`src/rtl/fpaPkg.sv`:
```
package fpaPkg;

  // Number of optional register cuts along the datapath.
  localparam int NUM_CUTS = 5;

  // Position of each cut in the mask and in the strobe vector (the order is the datapath order).
  localparam int CUT_DECODE = 0;
  localparam int CUT_ALIGN  = 1;
  localparam int CUT_NORM   = 2;
  localparam int CUT_PACK   = 3;
  localparam int CUT_OUT    = 4;

  // Per-cut load strobes from the control to the datapath.
  typedef struct packed {
    logic [NUM_CUTS-1:0] load;
  } fpaStrobes_t;

endpackage

```
`src/rtl/fpaCutReg.sv`:
```
module fpaCutReg #(
  parameter int WIDTH  = 8,
  parameter bit ENABLE = 1'b0
) (
  input  logic             clk,
  input  logic             rstN,
  input  logic             load,
  input  logic [WIDTH-1:0] d,
  output logic [WIDTH-1:0] q
);

  generate
    if (ENABLE) begin : gReg
      logic [WIDTH-1:0] qReg;
      always_ff @(posedge clk or negedge rstN) begin
        if (!rstN)     qReg <= '0;
        else if (load) qReg <= d;
      end
      assign q = qReg;
    end else begin : gWire
      logic unusedCtl;
      assign unusedCtl = clk ^ rstN ^ load;
      assign q = d;
    end
  endgenerate

endmodule

```
`src/rtl/fpaControl.sv`:
```
module fpaControl
  import fpaPkg::*;
#(
  parameter logic [NUM_CUTS-1:0] CUT_MASK = '0
) (
  input  logic        clk,
  input  logic        rstN,
  input  logic        inValid,
  output fpaStrobes_t strobes,
  output logic        outValid
);

  // vChain[i] is the valid bit entering cut i; vChain[NUM_CUTS] leaves the last one.
  logic [NUM_CUTS:0] vChain;
  logic              unusedRef;

  assign unusedRef = clk ^ rstN;
  assign vChain[0] = inValid;

  generate
    for (genvar i = 0; i < NUM_CUTS; i++) begin : gCut
      if (CUT_MASK[i]) begin : gOn
        logic vReg;
        always_ff @(posedge clk or negedge rstN) begin
          if (!rstN) vReg <= 1'b0;
          else       vReg <= vChain[i];
        end
        assign vChain[i+1] = vReg;
      end else begin : gOff
        assign vChain[i+1] = vChain[i];
      end
    end
  endgenerate

  assign strobes.load = vChain[NUM_CUTS-1:0];
  assign outValid     = vChain[NUM_CUTS];

endmodule

```
`src/rtl/fpaDatapath.sv`:
```
module fpaDatapath
  import fpaPkg::*;
#(
  parameter int                  WEXP     = 6,
  parameter int                  WMAN     = 18,
  parameter logic [NUM_CUTS-1:0] CUT_MASK = '0
) (
  input  logic                 clk,
  input  logic                 rstN,
  input  fpaStrobes_t          strobes,
  input  logic [WEXP+WMAN:0]   opA,
  input  logic [WEXP+WMAN:0]   opB,
  input  logic                 subtract,
  output logic [WEXP+WMAN:0]   result,
  output logic                 errFlag
);

  localparam int WW  = WEXP + WMAN + 1;     // word width
  localparam int WM1 = WMAN + 1;            // mantissa with hidden one
  localparam int WX  = WM1 + 3;             // plus guard, round, sticky
  localparam int WS  = WX + 1;              // plus carry
  localparam int LZW = $clog2(WX + 1);
  localparam int WE  = WEXP + LZW + 2;      // signed working exponent
  localparam logic [WEXP-1:0]      EXP_INF = '1;
  localparam logic signed [WE-1:0] E_ONE   = 1;
  localparam logic signed [WE-1:0] E_INF   = $signed({{(WE-WEXP){1'b0}}, EXP_INF});

  typedef struct packed {
    logic            sign;
    logic [WEXP-1:0] expL;
    logic [WM1-1:0]  mantL;
    logic [WM1-1:0]  mantS;
    logic [WEXP-1:0] diff;
    logic            effSub;
    logic            special;
    logic [WW-1:0]   specWord;
    logic            specErr;
  } decStage_t;

  typedef struct packed {
    logic            sign;
    logic [WEXP-1:0] expL;
    logic [WS-1:0]   sum;
    logic            special;
    logic [WW-1:0]   specWord;
    logic            specErr;
  } alnStage_t;

  typedef struct packed {
    logic                 sign;
    logic signed [WE-1:0] expN;
    logic [WX-1:0]        mant;
    logic                 isZero;
    logic                 special;
    logic [WW-1:0]        specWord;
    logic                 specErr;
  } nrmStage_t;

  typedef struct packed {
    logic [WW-1:0] word;
    logic          err;
  } packStage_t;

  decStage_t  decD, decQ;
  alnStage_t  alnD, alnQ;
  nrmStage_t  nrmD, nrmQ;
  packStage_t pckD, pckQ, outQ;

  // ---------------- decode ----------------
  logic            aSign, bSign, aZero, bZero, aInf, bInf, swap;
  logic [WEXP-1:0] aExp, bExp, expS;
  logic [WMAN-1:0] aFrac, bFrac;
  logic [WM1-1:0]  aMant, bMant;

  always_comb begin
    aSign = opA[WW-1];
    bSign = opB[WW-1] ^ subtract;
    aExp  = opA[WW-2 -: WEXP];
    bExp  = opB[WW-2 -: WEXP];
    aFrac = opA[WMAN-1:0];
    bFrac = opB[WMAN-1:0];
    aZero = (aExp == '0);
    bZero = (bExp == '0);
    aInf  = (aExp == EXP_INF);
    bInf  = (bExp == EXP_INF);
    aMant = aZero ? '0 : {1'b1, aFrac};
    bMant = bZero ? '0 : {1'b1, bFrac};
    swap  = {bExp, bFrac} > {aExp, aFrac};

    decD.sign   = swap ? bSign : aSign;
    decD.expL   = swap ? bExp  : aExp;
    expS        = swap ? aExp  : bExp;
    decD.mantL  = swap ? bMant : aMant;
    decD.mantS  = swap ? aMant : bMant;
    decD.diff   = decD.expL - expS;
    decD.effSub = aSign ^ bSign;

    decD.special = aInf | bInf;
    decD.specErr = aInf & bInf & (aSign != bSign);
    if (decD.specErr)  decD.specWord = '0;
    else if (aInf)     decD.specWord = {aSign, EXP_INF, {WMAN{1'b0}}};
    else               decD.specWord = {bSign, EXP_INF, {WMAN{1'b0}}};
  end

  fpaCutReg #(.WIDTH($bits(decStage_t)), .ENABLE(CUT_MASK[CUT_DECODE])) u_cutDec (
    .clk(clk), .rstN(rstN), .load(strobes.load[CUT_DECODE]), .d(decD), .q(decQ));

  // ---------------- align and add ----------------
  logic [WX-1:0] extS, extL, shS;

  always_comb begin
    extS = {decQ.mantS, 3'b000};
    extL = {decQ.mantL, 3'b000};
    if (int'(decQ.diff) >= WX) begin
      shS    = '0;
      shS[0] = |decQ.mantS;
    end else begin
      shS    = extS >> decQ.diff;
      shS[0] = shS[0] | (|(extS & ~({WX{1'b1}} << decQ.diff)));
    end
    alnD.sum      = decQ.effSub ? ({1'b0, extL} - {1'b0, shS})
                                : ({1'b0, extL} + {1'b0, shS});
    alnD.sign     = decQ.sign;
    alnD.expL     = decQ.expL;
    alnD.special  = decQ.special;
    alnD.specWord = decQ.specWord;
    alnD.specErr  = decQ.specErr;
  end

  fpaCutReg #(.WIDTH($bits(alnStage_t)), .ENABLE(CUT_MASK[CUT_ALIGN])) u_cutAln (
    .clk(clk), .rstN(rstN), .load(strobes.load[CUT_ALIGN]), .d(alnD), .q(alnQ));

  // ---------------- normalise ----------------
  logic [LZW-1:0]       lz;
  logic                 lzFound;
  logic signed [WE-1:0] eL;

  always_comb begin
    lz      = '0;
    lzFound = 1'b0;
    for (int i = WX - 1; i >= 0; i--) begin
      if (!lzFound && alnQ.sum[i]) begin
        lz      = LZW'(WX - 1 - i);
        lzFound = 1'b1;
      end
    end
    eL = $signed({{(WE-WEXP){1'b0}}, alnQ.expL});
    if (alnQ.sum[WS-1]) begin
      nrmD.mant = {alnQ.sum[WS-1:2], alnQ.sum[1] | alnQ.sum[0]};
      nrmD.expN = eL + E_ONE;
    end else begin
      nrmD.mant = alnQ.sum[WX-1:0] << lz;
      nrmD.expN = eL - $signed({{(WE-LZW){1'b0}}, lz});
    end
    nrmD.isZero   = (alnQ.sum == '0);
    nrmD.sign     = alnQ.sign;
    nrmD.special  = alnQ.special;
    nrmD.specWord = alnQ.specWord;
    nrmD.specErr  = alnQ.specErr;
  end

  fpaCutReg #(.WIDTH($bits(nrmStage_t)), .ENABLE(CUT_MASK[CUT_NORM])) u_cutNrm (
    .clk(clk), .rstN(rstN), .load(strobes.load[CUT_NORM]), .d(nrmD), .q(nrmQ));

  // ---------------- round and pack ----------------
  logic                 rUp;
  logic [WM1:0]         mRnd;
  logic signed [WE-1:0] eR;

  always_comb begin
    rUp  = nrmQ.mant[2] & (nrmQ.mant[1] | nrmQ.mant[0] | nrmQ.mant[3]);
    mRnd = {1'b0, nrmQ.mant[WX-1:3]} + {{WM1{1'b0}}, rUp};
    eR   = mRnd[WM1] ? nrmQ.expN + E_ONE : nrmQ.expN;
    pckD.err = 1'b0;
    if (nrmQ.special) begin
      pckD.word = nrmQ.specWord;
      pckD.err  = nrmQ.specErr;
    end else if (nrmQ.isZero || nrmQ.expN < 0) begin
      pckD.word = '0;
    end else if (nrmQ.expN == 0) begin
      pckD.word = {nrmQ.sign, {{(WEXP-1){1'b0}}, 1'b1}, {WMAN{1'b0}}};
    end else if (eR >= E_INF) begin
      pckD.word = {nrmQ.sign, EXP_INF, {WMAN{1'b0}}};
    end else begin
      pckD.word = {nrmQ.sign, eR[WEXP-1:0], mRnd[WMAN-1:0]};
    end
  end

  fpaCutReg #(.WIDTH($bits(packStage_t)), .ENABLE(CUT_MASK[CUT_PACK])) u_cutPck (
    .clk(clk), .rstN(rstN), .load(strobes.load[CUT_PACK]), .d(pckD), .q(pckQ));

  fpaCutReg #(.WIDTH($bits(packStage_t)), .ENABLE(CUT_MASK[CUT_OUT])) u_cutOut (
    .clk(clk), .rstN(rstN), .load(strobes.load[CUT_OUT]), .d(pckQ), .q(outQ));

  assign result  = outQ.word;
  assign errFlag = outQ.err;

endmodule

```
`src/rtl/fpaAdder.sv`:
```
module fpaAdder
  import fpaPkg::*;
#(
  parameter int WEXP       = 6,
  parameter int WMAN       = 18,
  parameter bit STG_DECODE = 1'b0,
  parameter bit STG_ALIGN  = 1'b0,
  parameter bit STG_NORM   = 1'b0,
  parameter bit STG_PACK   = 1'b0,
  parameter bit STG_OUT    = 1'b0
) (
  input  logic               clk,
  input  logic               rstN,
  input  logic               inValid,
  input  logic [WEXP+WMAN:0] opA,
  input  logic [WEXP+WMAN:0] opB,
  input  logic               subtract,
  output logic               outValid,
  output logic [WEXP+WMAN:0] result,
  output logic               errFlag
);

  localparam logic [NUM_CUTS-1:0] CUT_MASK = {STG_OUT, STG_PACK, STG_NORM, STG_ALIGN, STG_DECODE};

  fpaStrobes_t strobes;

  fpaControl #(.CUT_MASK(CUT_MASK)) u_ctrl (
    .clk(clk), .rstN(rstN), .inValid(inValid), .strobes(strobes), .outValid(outValid));

  fpaDatapath #(.WEXP(WEXP), .WMAN(WMAN), .CUT_MASK(CUT_MASK)) u_dp (
    .clk(clk), .rstN(rstN), .strobes(strobes), .opA(opA), .opB(opB),
    .subtract(subtract), .result(result), .errFlag(errFlag));

endmodule

```
`config.mk`:
```
export PLATFORM = sky130hd
export DESIGN_NAME = fpaAdder
export DESIGN_NICKNAME = d
export VERILOG_FILES = /design/src/rtl/fpaPkg.sv /design/src/rtl/fpaCutReg.sv /design/src/rtl/fpaControl.sv /design/src/rtl/fpaDatapath.sv /design/src/rtl/fpaAdder.sv
export SDC_FILE = /design/constraint.sdc
export NUM_CORES = 1
export LEC_CHECK = 0
export CAP_MARGIN = 20
export CORE_AREA = 2 2 183 185
export DETAILED_ROUTE_END_ITERATION = 7
export DIE_AREA = 0 0 185 187
export DONT_BUFFER_PORTS = 1
export PLACE_DENSITY = 0.53
export SLEW_MARGIN = 20
export SYNTH_ARGS = -nofsm -noshare
export SYNTH_HDL_FRONTEND = slang
export SYNTH_SLANG_ARGS = --single-unit
```
`constraint.sdc`:
```
create_clock -name vclk -period 19.6
set_input_delay 1.96 -clock vclk [all_inputs]
set_output_delay 1.96 -clock vclk [all_outputs]
set_load 0.01 [all_outputs]
```
# After elaboration in Yosys (flattened, before gate mapping)
# Index checks and enable logic that the tools add are counted.
[word_totals]
ff_bits = 0
inputBits = 54
out_inout_bits = 27
word_cells = 138
[classes]
add_sub_neg = 7
order_cmp = 4
eq_ne = 3
n_shift = 3
muxes = 60
bitwise = 12
reduce_logical = 49
[ops]
columns = ["cell", "count"]
rows = [
  ["$mux 25", 4],
  ["$mux 19", 4],
  ["$mux 24", 2],
  ["$mux 35", 1],
  ["$logic_not 32->1", 1],
  ["$mux 4", 8],
  ["$mux 5", 6],
  ["$gt 24x24->1", 1],
  ["$mux 1", 24],
  ["$add 22x22->23", 1],
  ["$logic_not 23->1", 1],
  ["$mux 23", 1],
  ["$sub 22x22->23", 1],
  ["$and 22x22->22", 1],
  ["$mux 22", 1],
  ["$not 22->22", 1],
  ["$reduce_or 22->1", 1],
  ["$shl 22x5->22", 1],
  ["$shl 22x6->22 const A", 1],
  ["$shr 22x6->22", 1],
  ["$logic_and 1x1->1", 21],
  ["$logic_not 1->1", 21],
  ["$add 19x1->20", 1],
  ["$reduce_or 19->1", 1],
  ["18 further kinds", 32],
]

# Logic depth before layout (Yosys ltp)
[depth]
ltp_word = 87
depth_mapped = 69
ltp_nobuf = 58

# By module
# Synthesis repeated with hierarchy kept, for this count alone.
[unflattened]
hier_cells = 1345
area_unflattened_um2 = 9130.0
[modules_own_cells]
columns = ["module", "instances", "cells_each", "area_each_um2", "seq_area_each_um2"]
rows = [
  ["fpaDatapath", 1, 1087, 7193.1, 0.0],
  ["fpaCutReg at u_dp.u_cutDec", 1, 79, 593.1, 0.0],
  ["fpaCutReg at u_dp.u_cutNrm", 1, 64, 480.5, 0.0],
  ["fpaCutReg at u_dp.u_cutAln", 1, 57, 427.9, 0.0],
  ["fpaCutReg at u_dp.u_cutOut ...", 2, 26, 195.2, 0.0],
  ["fpaControl", 1, 6, 45.0, 0.0],
]

# Worst setup path before layout
# Ideal clock, no wire load.
[synth_path]
kind = "input to output"
from = "in opA[22]"
to = "out result[1]"
arrival_ps = 13303
t_required_ps = 17640
setup_slack_ps = 4337
stages = 62
n_path_buf = 13
path_cell_list = "inv_1 > ha_1 > buf_4 > and4_4 > and3_1 > a22o_2 > nor3_4 > nor2_2 > buf_2 > buf_2 > clkbuf_1 > nor2_1 > nor2_1 > ha_1 > clkbuf_1 > clkbuf_1 > clkbuf_1 > clkbuf_1 > (+26 left out) > a21boi_2 > buf_6 > inv_2 > buf_6 > buf_6 > ha_1 > fa_1 > nor2b_1 > o21ai_0 > nand2b_1 > a2111oi_0 > a41oi_1 > nand3_1 > nor4b_1 > or2_2 > buf_1 > clkbuf_1 > nor3b_1"
[synth_between]
elab_chain_cells = 87
elab_cells_between_ends = 129
classes_between = "add/sub (7); order compare (4); eq/ne (1); shift (3); mux (56); bitwise (10); reduce/logical (48)"
[synth_lines]
columns = ["element", "line_no", "text"]
rows = [
  ["from (decl)", "fpaAdder.sv:15", "input logic [WEXP+WMAN:0] opA,"],
  ["$gt 24x24->1", "fpaDatapath.sv:88", "swap = {bExp, bFrac} > {aExp, aFrac};"],
  ["$mux 6 (on tied branches)", "fpaDatapath.sv:91, fpaDatapath.sv:92", ""],
  ["$sub 6x6->6", "fpaDatapath.sv:95", "decD.diff = decD.expL - expS;"],
  ["$shl 22x6->22", "fpaDatapath.sv:119", "shS[0] = shS[0] | (|(extS & ~({WX{1'b1}} << decQ.diff)));"],
  ["$not 22->22", "fpaDatapath.sv:119", ""],
  ["$and 22x22->22", "fpaDatapath.sv:119", ""],
  ["$reduce_or 22->1", "fpaDatapath.sv:119", ""],
  ["$or 1x1->1", "fpaDatapath.sv:119", ""],
  ["(+71 left out)", "-", ""],
  ["$and 1x1->1", "fpaDatapath.sv:171", "rUp = nrmQ.mant[2] & (nrmQ.mant[1] | nrmQ.mant[0] | nrmQ.mant[3]);"],
  ["$add 19x1->20", "fpaDatapath.sv:172", "mRnd = {1'b0, nrmQ.mant[WX-1:3]} + {{WM1{1'b0}}, rUp};"],
  ["$mux 13", "fpaDatapath.sv:173", "eR = mRnd[WM1] ? nrmQ.expN + E_ONE : nrmQ.expN;"],
  ["$ge 13x7->1", "fpaDatapath.sv:182", "end else if (eR >= E_INF) begin"],
  ["$mux 24", "fpaDatapath.sv:182", ""],
  ["$mux 24", "fpaDatapath.sv:180", "end else if (nrmQ.expN == 0) begin"],
  ["$mux 25", "fpaDatapath.sv:178", "end else if (nrmQ.isZero || nrmQ.expN < 0) begin"],
  ["$mux 25 (*)", "fpaDatapath.sv:175", "if (nrmQ.special) begin"],
  ["to (decl)", "fpaAdder.sv:19", "output logic [WEXP+WMAN:0] result,"],
]
# Every way passes the cells marked *; elsewhere a longest branch is shown, timed or not.

# Final worst setup path
[layout_path]
from = "in opA[18]"
to = "out result[20]"
# Same word-level chain as after synthesis.

==> results.toml <==
[die]
dieArea_um2 = 34600
die_w_um = 185
row_count = 67
fp.dieH_um = 187
core_area_um2 = 32900
initial_utilization_pct = 29.3
ioPinCount = 81

[logic_synthesis]
synthTopCellsByArea = "ha_1, nand2_1, mux2i_1"
netlist_instances = 1465
netlist-cell-type-count = 110
synthTopCellsByCount = "nand2_1, nor2_1, o21ai_0"
yosys_warnings = 0
syn_nets = 1595
synth.yosys.seq_area_share_pct = 0
syn_avg_cell_area_um2 = 6.56
synth.top_cell.area_share_pct = 9.63
synth_top_area_cell = "ha_1"
syn_area_um2 = 9610
yosysMostFrequentCell = "nand2_1"

[cells_and_area]
seqCellArea_um2 = 0
nets = 1526
design_area_um2 = 9930
antennaDiodeCount = 0
seq_cells = 0
area_growth_syn_to_layout_pct = 3.33
drive_gt1_share_pct = 8.18
nClkBuffers = 0

[power_and_ir_drop]
ir_drop_v = 0.0000483
power_frac_comb_pct = 100.0
switching_power_uw = 685
pwr-share-clk_pct = 0
leakage_uw = 0.00395
p_per_area_nw_per_um2 = 105
p_int_uw = 358
pwr-share-seq_pct = 0
p_sw_share_pct = 65.7

[timing]
fmax_mhz = 57.5
worst_pin_slew_ns = 0.958
finalHoldViolCount = 0
fin_crit_ns = 17.40
setup_violations = 0
slew-limit-headroom_pct = 36.1
period_share_pct = 88.8
rsz0062_at_grt = "no"
fin_setup_tns_ns = 0
report.final.slew_viol_count = 0

[placed_design]
io_buffers = 0
postPlaceCellArea_um2 = 9930
place.gp.congestion = 0.966
post-dp-hpwl_um = 30500

[critical_path]
crit_fanout = 62
cpPeakStageDelay_ns = 0.69
cpMostUsedCell = "o21ai_0"
required_ns = 17.64
start_kind = "primary input"
cp.arrival_ns = 15.44
crit_type = "in2out"
slowest_stage = "a22oi_2"
endpoint_kind = "primary output"

[routing]
drt-initial-drc-count = 1215
drtPass1Iterations = 8
wire_per_inst_um = 20.9
drt.antenna.violating_nets = 0
vias = 11500
routed_via_density = 6.26
drc = 0
wl_um = 38500

[global_routing]
grt.overflow.total = 0
grt_pass1_vias = 10900
grtUsageTotal_pct = 21.6
antenna_found_initial = 0
grt_max_degree = 63
grt_pass1_wl_um = 61100

[clock_tree]
post_cts_resized = 0
cts_hold_buf = 0
cts_setup_buffers = 0

[worst_hold_path]
worstHoldPathType = "in2out"

[job]
drv_cap = 0

[status]
outcome = "complete, no violations"
[layer usage]
layer  global-route usage [%]  up-vias  wire, um
met5                        0        -         0
met4                     5.77        0      1230
li1                         -     5432         -
met1                     29.0     5474     16400
met3                     2.55       85      3040
met2                     36.3      536     17900
[critical path: cells and delay by family]
kind                     cells  cell delay, ns
AO/OA/AOI/OAI               20            5.24
AND/OR/NAND/NOR             19            4.20
adder cells (fa/ha/maj)      6            1.75
buffers and inverters        6            1.36
multiplexers                 3            0.50
XOR/XNOR                     1            0.36
[cells in the final DEF (no fill, tap or decap), types with 16 or more instances in the layout]
master and n:
inv_1 78, or3_1 18, nor4_1 21, o31ai_1 24, and2_1 21, nand3_1 45, a21o_1 20, a22o_1 22
mux2i_1 57, nand2b_1 17, and3_1 17, o211ai_1 26, a211oi_1 22, a21oi_1 95, xor2_1 16, nand4_1 32
buf_4 18, nor2_1 133, ha_1 73, o21ai_0 97, a31oi_1 17, nor3_1 44, xnor2_1 27, nand2_1 156
[per-stage QoR]
stage	setup WS [ns]	utilization, %	power (uW)	instances	hold slack (ns)
after floorplan	4.34	-	792	1465	4.01
after global placement	2.49	30.2	1020	1842	3.92
after detailed placement	2.41	30.2	1020	1842	3.92
after CTS	2.37	30.2	1020	1842	3.92
after global routing	0.981	30.2	1140	1842	3.92
final	2.20	30.2	1040	1842	3.92
[power groups by stage]
stage / registers [uW] / logic [uW] / clock network (uW)
after floorplan: 0 / 792 / 0
after global placement: 0 / 1020 / 0
after detailed placement: 0 / 1020 / 0
after CTS: 0 / 1020 / 0
after global routing: 0 / 1140 / 0
final: 0 / 1040 / 0
[worst paths after layout]
path                    start    endpoint  slack, ns  cells after the start
worst max-delay path  opA[18]  result[20]       2.20                     55
worst min-delay path  inValid    outValid       3.92                      0
[cell families (layout without fill, tap and decap cells)]
family | Yosys count | in the layout | synth area share (%)
compound gates | 498 | 498 | 37.2
xor+xnor | 47 | 47 | 4.28
fa+ha+maj | 76 | 76 | 10.0
buf+inv | 172 | 101 | 7.64
mux | 70 | 70 | 7.96
simple gates | 602 | 602 | 32.9
[area by class of cell]
cell class         instances  area (um2)
well taps                448         561
inverters                 83         314
multi-input cells       1293        8920
fillers                 3742       22900
repair buffers            18         135
No activity file was read; power rests on OpenSTA's default activity.
